`config.mk`:
```
export PLATFORM = sky130hd
export DESIGN_NAME = trigger_equation_unit
export DESIGN_NICKNAME = d
export VERILOG_FILES = /design/src/rtl/trig_eq_pkg.sv /design/src/rtl/trig_eq_ctrl.sv /design/src/rtl/trig_eq_datapath.sv /design/src/rtl/trigger_equation_unit.sv
export SDC_FILE = /design/constraint.sdc
export NUM_CORES = 1
export LEC_CHECK = 0
export BUFFER_PORTS_ARGS = -buffer_cell sky130_fd_sc_hd__buf_2
export CORE_MARGIN = 2
export CORE_UTILIZATION = 40
export CTS_CLUSTER_DIAMETER = 50
export DETAILED_ROUTE_END_ITERATION = 10
export GPL_TIMING_DRIVEN = 0
export PLACE_DENSITY_LB_ADDON = 0.08
export REMOVE_ABC_BUFFERS = 1
export SLEW_MARGIN = 20
export SYNTH_ARGS = -nofsm -noshare
export SYNTH_HDL_FRONTEND = slang
export SYNTH_SLANG_ARGS = --single-unit
```
`constraint.sdc`:
```
create_clock -name clk -period 5.4 [get_ports clk]
set_input_delay 0.81 -clock clk [delete_from_list [all_inputs] [get_ports clk]]
set_output_delay 0.81 -clock clk [all_outputs]
set_load 0.02 [all_outputs]
```
`src/rtl/trig_eq_pkg.sv`:
```
package trig_eq_pkg;

  localparam int NUM_SRC    = 5;
  localparam int CFG_ADDR_W = 2;

  localparam logic [CFG_ADDR_W-1:0] ADDR_LA_THR  = 2'd0;
  localparam logic [CFG_ADDR_W-1:0] ADDR_FWD_THR = 2'd1;
  localparam logic [CFG_ADDR_W-1:0] ADDR_SUM_THR = 2'd2;

  localparam int BIT_ELECTRON = 0;
  localparam int BIT_WSUM     = 1;

  // strobes from control to datapath, one per pipeline stage
  typedef struct packed {
    logic capture;   // stage 1: sample is complete
    logic evalOk;    // stage 2: compare results are meaningful
    logic emitOk;    // stage 3: pattern may be driven
  } stepCtl_t;

endpackage

```
`src/rtl/trig_eq_ctrl.sv`:
```
module trig_eq_ctrl
  import trig_eq_pkg::*;
#(
  parameter int ENERGY_W = 16,
  parameter int SUM_W    = 19,
  parameter int LA_DEF   = 400,
  parameter int FWD_DEF  = 400,
  parameter int SUM_DEF  = 2000
) (
  input  logic                  clk,
  input  logic                  rstN,
  input  logic [NUM_SRC-1:0]    validVec,
  input  logic [CFG_ADDR_W-1:0] cfgAddr,
  input  logic [SUM_W-1:0]      cfgData,
  input  logic                  cfgWe,
  output stepCtl_t              stepCtl,
  output logic [ENERGY_W-1:0]   laThr,
  output logic [ENERGY_W-1:0]   fwdThr,
  output logic [SUM_W-1:0]      sumThr,
  output logic                  patternValid
);

  logic sampleOk;
  logic validS1, validS2, validS3;

  assign sampleOk = &validVec;

  always_ff @(posedge clk or negedge rstN) begin
    if (!rstN) begin
      validS1 <= 1'b0;
      validS2 <= 1'b0;
      validS3 <= 1'b0;
    end else begin
      validS1 <= sampleOk;
      validS2 <= validS1;
      validS3 <= validS2;
    end
  end

  always_comb begin
    stepCtl.capture = sampleOk;
    stepCtl.evalOk  = validS1;
    stepCtl.emitOk  = validS2;
  end

  assign patternValid = validS3;

  // thresholds are read in stage 2, so an update on edge n judges the
  // sample captured on edge n
  always_ff @(posedge clk or negedge rstN) begin
    if (!rstN) begin
      laThr  <= ENERGY_W'(LA_DEF);
      fwdThr <= ENERGY_W'(FWD_DEF);
      sumThr <= SUM_W'(SUM_DEF);
    end else if (cfgWe) begin
      case (cfgAddr)
        ADDR_LA_THR:  laThr  <= cfgData[ENERGY_W-1:0];
        ADDR_FWD_THR: fwdThr <= cfgData[ENERGY_W-1:0];
        ADDR_SUM_THR: sumThr <= cfgData;
        default: ;
      endcase
    end
  end

endmodule

```
`src/rtl/trig_eq_datapath.sv`:
```
module trig_eq_datapath
  import trig_eq_pkg::*;
#(
  parameter int ENERGY_W  = 16,
  parameter int SUM_W     = 19,
  parameter int PATTERN_W = 32
) (
  input  logic                 clk,
  input  logic                 rstN,
  input  stepCtl_t             stepCtl,
  input  logic [ENERGY_W-1:0]  laEnergy,
  input  logic [ENERGY_W-1:0]  fwdEnergy,
  input  logic [ENERGY_W-1:0]  barEnergy,
  input  logic                 cherHit,
  input  logic                 startHit,
  input  logic [ENERGY_W-1:0]  laThr,
  input  logic [ENERGY_W-1:0]  fwdThr,
  input  logic [SUM_W-1:0]     sumThr,
  output logic [PATTERN_W-1:0] patternOut
);

  // stage 1: captured sample
  logic [ENERGY_W-1:0] laS1, fwdS1, barS1;
  logic                cherS1, startS1;

  always_ff @(posedge clk or negedge rstN) begin
    if (!rstN) begin
      laS1    <= '0;
      fwdS1   <= '0;
      barS1   <= '0;
      cherS1  <= 1'b0;
      startS1 <= 1'b0;
    end else if (stepCtl.capture) begin
      laS1    <= laEnergy;
      fwdS1   <= fwdEnergy;
      barS1   <= barEnergy;
      cherS1  <= cherHit;
      startS1 <= startHit;
    end else begin
      laS1    <= '0;
      fwdS1   <= '0;
      barS1   <= '0;
      cherS1  <= 1'b0;
      startS1 <= 1'b0;
    end
  end

  // stage 2: weighted sum and strict comparisons
  logic [SUM_W-1:0] weightedSum;
  assign weightedSum = SUM_W'(barS1) + (SUM_W'(fwdS1) << 2);

  logic laOverS2, fwdOverS2, sumOverS2, cherS2, startS2;

  always_ff @(posedge clk or negedge rstN) begin
    if (!rstN) begin
      laOverS2  <= 1'b0;
      fwdOverS2 <= 1'b0;
      sumOverS2 <= 1'b0;
      cherS2    <= 1'b0;
      startS2   <= 1'b0;
    end else begin
      laOverS2  <= stepCtl.evalOk && (laS1 > laThr);
      fwdOverS2 <= stepCtl.evalOk && (fwdS1 > fwdThr);
      sumOverS2 <= stepCtl.evalOk && (weightedSum > sumThr);
      cherS2    <= stepCtl.evalOk && cherS1;
      startS2   <= stepCtl.evalOk && startS1;
    end
  end

  // stage 3: equations into the pattern word
  logic [PATTERN_W-1:0] patternNext;

  always_comb begin
    patternNext = '0;
    patternNext[BIT_ELECTRON] = laOverS2 | (fwdOverS2 & cherS2);
    patternNext[BIT_WSUM]     = sumOverS2 & startS2;
  end

  always_ff @(posedge clk or negedge rstN) begin
    if (!rstN) patternOut <= '0;
    else       patternOut <= stepCtl.emitOk ? patternNext : '0;
  end

endmodule

```
`src/rtl/trigger_equation_unit.sv`:
```
module trigger_equation_unit
  import trig_eq_pkg::*;
#(
  parameter int ENERGY_W  = 16,
  parameter int PATTERN_W = 32,
  parameter int LA_DEF    = 400,
  parameter int FWD_DEF   = 400,
  parameter int SUM_DEF   = 2000,
  localparam int SUM_W    = ENERGY_W + 3
) (
  input  logic                  clk,
  input  logic                  rstN,
  input  logic [ENERGY_W-1:0]   laEnergy,
  input  logic                  laValid,
  input  logic [ENERGY_W-1:0]   fwdEnergy,
  input  logic                  fwdValid,
  input  logic [ENERGY_W-1:0]   barEnergy,
  input  logic                  barValid,
  input  logic                  cherHit,
  input  logic                  cherValid,
  input  logic                  startHit,
  input  logic                  startValid,
  input  logic [CFG_ADDR_W-1:0] cfgAddr,
  input  logic [SUM_W-1:0]      cfgData,
  input  logic                  cfgWe,
  output logic [PATTERN_W-1:0]  patternOut,
  output logic                  patternValid
);

  stepCtl_t            stepCtl;
  logic [ENERGY_W-1:0] laThr, fwdThr;
  logic [SUM_W-1:0]    sumThr;

  trig_eq_ctrl #(
    .ENERGY_W(ENERGY_W), .SUM_W(SUM_W),
    .LA_DEF(LA_DEF), .FWD_DEF(FWD_DEF), .SUM_DEF(SUM_DEF)
  ) uCtrl (
    .clk(clk), .rstN(rstN),
    .validVec({laValid, fwdValid, barValid, cherValid, startValid}),
    .cfgAddr(cfgAddr), .cfgData(cfgData), .cfgWe(cfgWe),
    .stepCtl(stepCtl), .laThr(laThr), .fwdThr(fwdThr), .sumThr(sumThr),
    .patternValid(patternValid)
  );

  trig_eq_datapath #(
    .ENERGY_W(ENERGY_W), .SUM_W(SUM_W), .PATTERN_W(PATTERN_W)
  ) uDp (
    .clk(clk), .rstN(rstN), .stepCtl(stepCtl),
    .laEnergy(laEnergy), .fwdEnergy(fwdEnergy), .barEnergy(barEnergy),
    .cherHit(cherHit), .startHit(startHit),
    .laThr(laThr), .fwdThr(fwdThr), .sumThr(sumThr),
    .patternOut(patternOut)
  );

endmodule

```
==> summary.txt, run 1 <==
Run status
  – Outcome: completed

Placed design
  – IO Port Bufs: 81
  – Post-DP HPWL: 9.17 mm
  – Gpl congestion: 0.774

Critical path
  – R2r setup slk: approximately 2.2 ns
  – Worst reg2reg path startpoint: uDp.fwdS1[0]$_DFF_PN0_
  – R2r endpoint: uDp.sumOverS2$_DFF_PN0_
  – R2r worst-path depth: 16
  – Crit path DAT: 3.44 ns
  – Crit-path max FO: 5
  – Critical path, cell by cell: ha_1, inv_1, fa_1, nor2b_1, o31a_1, o21ai_1, nand2b_1, a31oi_1, xnor2_1, ha_1, nand4_1, nor2_1, o21ai_0, o2111ai_1, a41oi_1, a21oi_1
  – CP Launch Point: uDp.fwdS1[0]$_DFF_PN0_
  – Critical path class: reg -> reg
  – CP dominant cell by count: ha_1
  – Slowest cell on the critical path: fa_1
  – Required @ worst endpoint: 5.67 ns
  – Max incr delay on CP: 0.40 ns
  – Startpoint Class: flop
  – Endpoint class of the critical path: flop

CTS
  – CTS tree: done
  – CTS Buf Count: 9
  – CTS root buf: clkbuf_16
  – Worst-skew pair later-pin latency: 0.35 ns
  – H-tree Lvls: 3
  – Post-CTS Resized: 0
  – CTS Hold Buffers Added: 0
  – Max clock buf depth: 2
  – Clock sinks: 111
  – CTS clock-pin slew for the worst setup and hold paths: 0.07 ns
  – Setup Fix Bufs, Post-CTS: 0

Final layout
  – P&R area growth vs syn: 14.9%
  – Nets: 782
  – Ant. Diodes: 0
  – Final Util: 0.472
  – Commonest cells after routing, fill and taps aside: 99 x dfrtp_1, 80 x buf_2, 65 x ha_1, 57 x inv_1, 52 x and2_1
  – Share of post-route cells with drive strength above 1: 0.245
  – Most common cell after layout, fill and taps aside: dfrtp_1

Power and ir drop
  – Sequential power share: 0.484
  – Int Pwr: 1460 uW
  – PwrDens: 285 nW/um^2
  – Sw Pwr: 502 uW
  – Clk pwr share: 0.372
  – Leak: 0.00372 uW
  – Combinational fraction of design power: 0.144
  – Max VDD drop: 0.000197 V
  – Switch share: 0.256

Route
  – Initial drt markers: 141
  – Final wirelength: between 10 and 15 mm
  – TritonRoute pass-1 iters: 7
  – Vias after detailed routing: around 4000
  – Vias per cell: 4.80
  – DRC: 0
  – DRT antenna net count: 0
  – Wire per inst: 14.1 microns

Synthesis
  – Avg Cell Area, Syn: 10.8 sq um
  – Sequential element share of the synthesized area: 0.466
  – Synth cell types: 52
  – Asr flop ratio synth: 1.00
  – Post-Syn Instances: 553
  – Synth Warn #: 0
  – Cell taking the most area after synthesis: dfrtp_1
  – Synth top area share: 0.413
  – Post-synth EDFFs: 0
  – Synth area leaders: dfrtp_1 41%, ha_1 14%, mux2_2 6.8%
  – Cell area after synthesis: about 6000 sq um
  – Flops & latches, synth: around 110
  – Top_reg_cell synth: dfrtp_1

Timing
  – RSZ-0062 raised after global routing: false
  – Final Hold Vio Count: 0
  – Min Tclk post-route: 3.17 ns
  – Actual slew at the worst max-slew pin: 1.02 ns
  – Slew Viols, Final: 0
  – Max Clk Rate: between 300 and 400 MHz
  – TNS Setup: 0 ns
  – Tcrit/Tclk final: 0.586
  – Clock Skew: 0.00567 ns
  – Final setup fails: 0
  – Slew headroom: 0.318

Floorplanning
  – Starting Density: 0.411
  – CORE AREA: 14600 sq um
  – Die Footprint: 16000 sq um
  – IO Pins: around 110
  – Row count: 44
  – Die X: 126 microns
  – Die Y: approximately 130 microns

Global routing
  – Vias in the first global route: 3949
  – GR peak layer: met2
  – Met1 Use GR: 0.206
  – Grt ovf: 0
  – Tot GR Track Use: 0.153
  – Met2 Track Usage GR: 0.248
  – Largest net degree at the start of global routing: between 60 and 70
  – GRT met3 Usage: 0.0240
  – Antenna violations before repair: 0
  – First-pass GRT wire length: 19.3 mm

Flow run
  – Max cap viols: 0

Worst hold path
  – Hold Path Class: in -> async
[flip-flops by register name (all words and copies together) (netlist names)]
signal	cells
uCtrl.sumThr	19
uCtrl.fwdThr	16
uCtrl.laThr	16
uDp.barS1	16
uDp.fwdS1	16
uDp.laS1	16
uDp.patternOut	2
uCtrl.patternValid	1
uCtrl.validS1	1
uCtrl.validS2	1
uDp.cherS1	1
uDp.cherS2	1
uDp.fwdOverS2	1
uDp.laOverS2	1
uDp.startS1	1
uDp.startS2	1
uDp.sumOverS2	1
[layer usage]
metal / routed length, microns / share of wire
met2: 5420 / 0.46
met5: 0 / 0
met3: 412 / 0.035
met1: 5610 / 0.48
met4: 228 / 0.020
[area by class of cell]
class	count	area (sq um)
fillers	1372	7700
multi-input cells	373	2840
flip-flops and latches	111	2790
repair buffers	85	482
well taps	184	230
clock buffers	10	229
inverters	57	214
clock inverters	6	98.8
[cells in the mapped netlist (all sizes together) (12+ instances only)]
library cell	n
o21ai	26
a21o	19
a21oi	26
dfstp	12
and2	52
ha	65
mux2	36
buf	33
nor2	13
dfrtp	99
inv	57
nand2	23
[power by group through the flow]
stage	clock network (uW)	registers [uW]	logic [uW]
after floorplan	0	954	189
after global placement	0	965	271
after detailed placement	0	967	286
after CTS	752	950	288
after global routing	786	960	324
final	730	950	282
[logic make-up after synthesis]
group,count (synthesis),share of synthesized area
and+or+nand+nor,135,0.127
other,1,0.000626
muxes,38,0.0710
xor gates and xnor gates,11,0.0161
DFF,111,0.466
buffers and inverters,98,0.0808
AOI/OAI and AO/OA,93,0.0994
adders and majority gates,66,0.139
[worst max-delay path by stage]
stage               slack [ns]                         end  cells past startpoint
finish                    2.23     uDp.sumOverS2$_DFF_PN0_                     16
global route              2.00     uDp.sumOverS2$_DFF_PN0_                     16
CTS                       2.16     uDp.sumOverS2$_DFF_PN0_                     16
detailed placement        2.18     uDp.sumOverS2$_DFF_PN0_                     16
global placement          1.61  uCtrl.laThr[0]$_DFFE_PN0P_                      3
floorplan                 2.51  uCtrl.laThr[0]$_DFFE_PN0P_                      2
[stage by stage]
step | setup WS, ns | cell area (sq um) | hold slack, ns | std cells | total power, uW
5_1_grt | 2.00 | 6880 | 0.400 | 826 | 2070
2_1_floorplan | 2.51 | 5830 | 0.359 | 541 | 1140
6_report | 2.23 | 6880 | 0.374 | 826 | 1960
3_5_place_dp | 2.18 | 6560 | 0.410 | 810 | 1250
4_1_cts | 2.16 | 6880 | 0.389 | 826 | 1990
3_3_place_gp | 1.61 | 6470 | 0.404 | 806 | 1240
[critical path: cells and delay by family, from the launching register on]
family	cells	cell delay [ns]
AOI/OAI and AO/OA	7	0.97
xor gates and xnor gates	1	0.16
adders and majority gates	3	0.87
buffers and inverters	1	0.05
DFF	1	0.36
and+or+nand+nor	4	0.66
Power figures use the tool's default switching activity.
==> inputs of run 2 (changes only) <==
==> constraint.sdc (replaced) <==
create_clock -name clk -period 3.2 [get_ports clk]
set_input_delay 0.48 -clock clk [delete_from_list [all_inputs] [get_ports clk]]
set_output_delay 0.48 -clock clk [all_outputs]
set_load 0.02 [all_outputs]
==> run 2 against run 1 <==
Against the previous run:
- via count is 0.63% higher
- sequential power is 68% higher
- maximum frequency is 4.6% higher
- clock-buffer cell count stayed put
- sequential cell count stayed put
- clock skew is 0.00082 ns lower
- utilization is 0.42 points higher
- sequential share of layout area is 0.36 points lower
- largest power group unchanged
- highest routed layer unchanged
==> summary.txt, run 2 (synthesis results as in run 1) <==
Final layout
  – Most common cell after layout, fill and taps aside: dfrtp_1
  – Ant. Diodes: 0 (unchanged)
  – Nets: 784 (+0.26%)
  – Post-route cell area: 6950 sq um (+0.89%)
  – Final Util: 0.476 (+0.00420)
  – Seq. cell area: 2790 sq um (unchanged)
  – Share of post-route cells with drive strength above 1: 0.259 (+0.0148)
  – Largest Register: uCtrl.sumThr
  – Commonest cells after routing, fill and taps aside: 99 x dfrtp_1, 80 x buf_2, 63 x ha_1, 57 x inv_1, 52 x and2_1
  – Largest register FFs: 19 (unchanged)
  – P&R area growth vs syn: 15.9%
  – Multi-input logic area: 2880 sq um (+1.5%)
  – Fill count: 1370 (-0.15%)

Critical path
  – R2r worst-path depth: 17 (+1)
  – Crit-path max FO: 4 (-1)
  – Critical path class: reg -> reg
  – Required @ worst endpoint: 3.43 ns (-2.24 ns)
  – Endpoint class of the critical path: flop
  – Startpoint Class: flop
  – Crit path DAT: 3.26 ns (-0.18 ns)

Timing
  – Slew Viols, Final: 0 (unchanged)
  – Tcrit/Tclk final: 0.946 (+0.359)
  – Min Tclk post-route: 3.03 ns (-0.140 ns)
  – Actual slew at the worst max-slew pin: 1.03 ns (+0.00779 ns)
  – Slew headroom: 0.313 (-0.00521)
  – Clock Skew: 0.00485 ns (-0.000822 ns)
  – Final Hold Vio Count: 0 (unchanged)
  – Final setup fails: 0 (unchanged)
  – TNS Setup: 0 ns (unchanged)
  – Max Clk Rate: 330 MHz (+4.6%)

Floorplanning
  – Die Footprint: 16000 sq um (unchanged)
  – Row count: 44 (unchanged)
  – IO Pins: 112 (unchanged)
  – Die Y: 126 microns (unchanged)
  – CORE AREA: 14600 sq um (unchanged)
  – Starting Density: 0.411 (unchanged)
  – Die X: 126 microns (unchanged)

Route
  – Vias per cell: 4.82 (+0.39%)
  – Initial drt markers: 155 (+9.9%)
  – DRC: 0 (unchanged)
  – Vias after detailed routing: 3991 (+0.63%)
  – TritonRoute pass-1 iters: 4 (-3)
  – Wire per inst: 14.2 microns (+0.46%)
  – Final wirelength: 11.7 mm (+0.70%)
  – DRT antenna net count: 0 (unchanged)

Placed design
  – Post-DP HPWL: 9.17 mm (unchanged)
  – Placed cell area: 6560 sq um (unchanged)
  – IO Port Bufs: 81 (unchanged)
  – Gpl congestion: 0.774 (unchanged)

Power and ir drop
  – PwrDens: 477 nW/um^2 (+67%)
  – Leak: 0.00373 uW (+0.18%)
  – Max VDD drop: 0.000331 V (+68%)

Global routing
  – Tot GR Track Use: 0.153 (+0.000180)
  – Antenna violations before repair: 0 (unchanged)
  – Grt ovf: 0 (unchanged)
  – Vias in the first global route: 3953 (+0.10%)
  – First-pass GRT wire length: 19.3 mm (+0.14%)
  – Largest net degree at the start of global routing: 66 (unchanged)

CTS
  – CTS Buf Count: 9 (unchanged)
  – CTS tree: done
  – CTS Hold Buffers Added: 0 (unchanged)
  – CTS root buf: clkbuf_16
  – Max clock buf depth: 2 (unchanged)
  – Clock sinks: 111 (unchanged)
  – CTS clock-pin slew for the worst setup and hold paths: 0.07 ns (about the same)
  – Worst-skew pair later-pin latency: 0.35 ns (about the same)
  – H-tree Lvls: 3 (unchanged)

Flow run
  – Max cap viols: 0 (unchanged)

Worst hold path
  – Hold Path Class: in -> async

Run status
  – Outcome: completed
run 2: cell count changes in the layout (fill, tap and decap cells not counted), sizes merged:
| cell | change |
|---|---|
| buf | +2 |
run 2: critical path: stages, from the launching register on:
cell	delay, ns
dfrtp_1	0.35
ha_2	0.18
inv_1	0.05
fa_1	0.39
nor2b_1	0.17
o31a_1	0.18
o21ai_1	0.06
nand2b_1	0.13
buf_6	0.14
a31oi_1	0.10
xnor2_1	0.22
ha_1	0.28
a21oi_2	0.13
nor2b_1	0.06
o21ai_1	0.12
a21oi_1	0.08
a41oi_1	0.17
a21oi_1	0.10
run 2: per-stage QoR:
stage / power [uW] / cells / hold slack (ns) / setup WS, ns
6_report: 3310 / 828 / 0.0451 / 0.173
3_5_place_dp: 2110 / 810 / 0.410 / -0.0181
3_3_place_gp: 2080 / 806 / 0.404 / -0.262
4_1_cts: 3360 / 827 / 0.0586 / 0.0862
2_1_floorplan: 1930 / 541 / 0.184 / 0.552
5_1_grt: 3500 / 828 / 0.0699 / -0.00343
run 2: timing repair:
item	in CTS	in global routing
pin swaps	0	7
gates resized for setup	0	11
setup buffers	1	1
setup endpoints to repair	1	1
run 2: area by class of cell:
class                   instances  area share
multi-input cells             373       0.415
flip-flops and latches        111       0.402
repair buffers                 87      0.0721
well taps                     184      0.0331
clock buffers                  10      0.0330
inverters                      57      0.0308
clock inverters                 6      0.0142
run 2: power breakdown:
group	leakage (uW)	internal (uW)	switching [uW]
logic	0.00214	217	261
clock network	0.000157	701	531
registers	0.00143	1550	57.3
run 2: path summary, 6_finish.rpt:
check	end	slack, ns	from
setup / recovery	uDp.sumOverS2$_DFF_PN0_	0.17	uDp.fwdS1[0]$_DFF_PN0_
hold / removal	uDp.laS1[14]$_DFF_PN0_	0.05	rstN
setup reg to reg	uDp.sumOverS2$_DFF_PN0_	0.17	uDp.fwdS1[0]$_DFF_PN0_
hold reg to reg	uCtrl.patternValid$_DFF_PN0_	0.42	uCtrl.validS2$_DFF_PN0_
max in group asynchronous	uCtrl.sumThr[4]$_DFFE_PN1P_	2.46	rstN
min in group clk	uDp.laS1[6]$_DFF_PN0_	0.33	laEnergy[6]
run 2: routing by layer:
layer / vias to the layer above / track usage / wire (microns)
li1: 1989 / - / -
met5: - / 0 / 0
met2: 88 / 0.249 / 5510
met3: 15 / 0.0240 / 432
met1: 1899 / 0.206 / 5570
met4: 0 / 0.0614 / 239
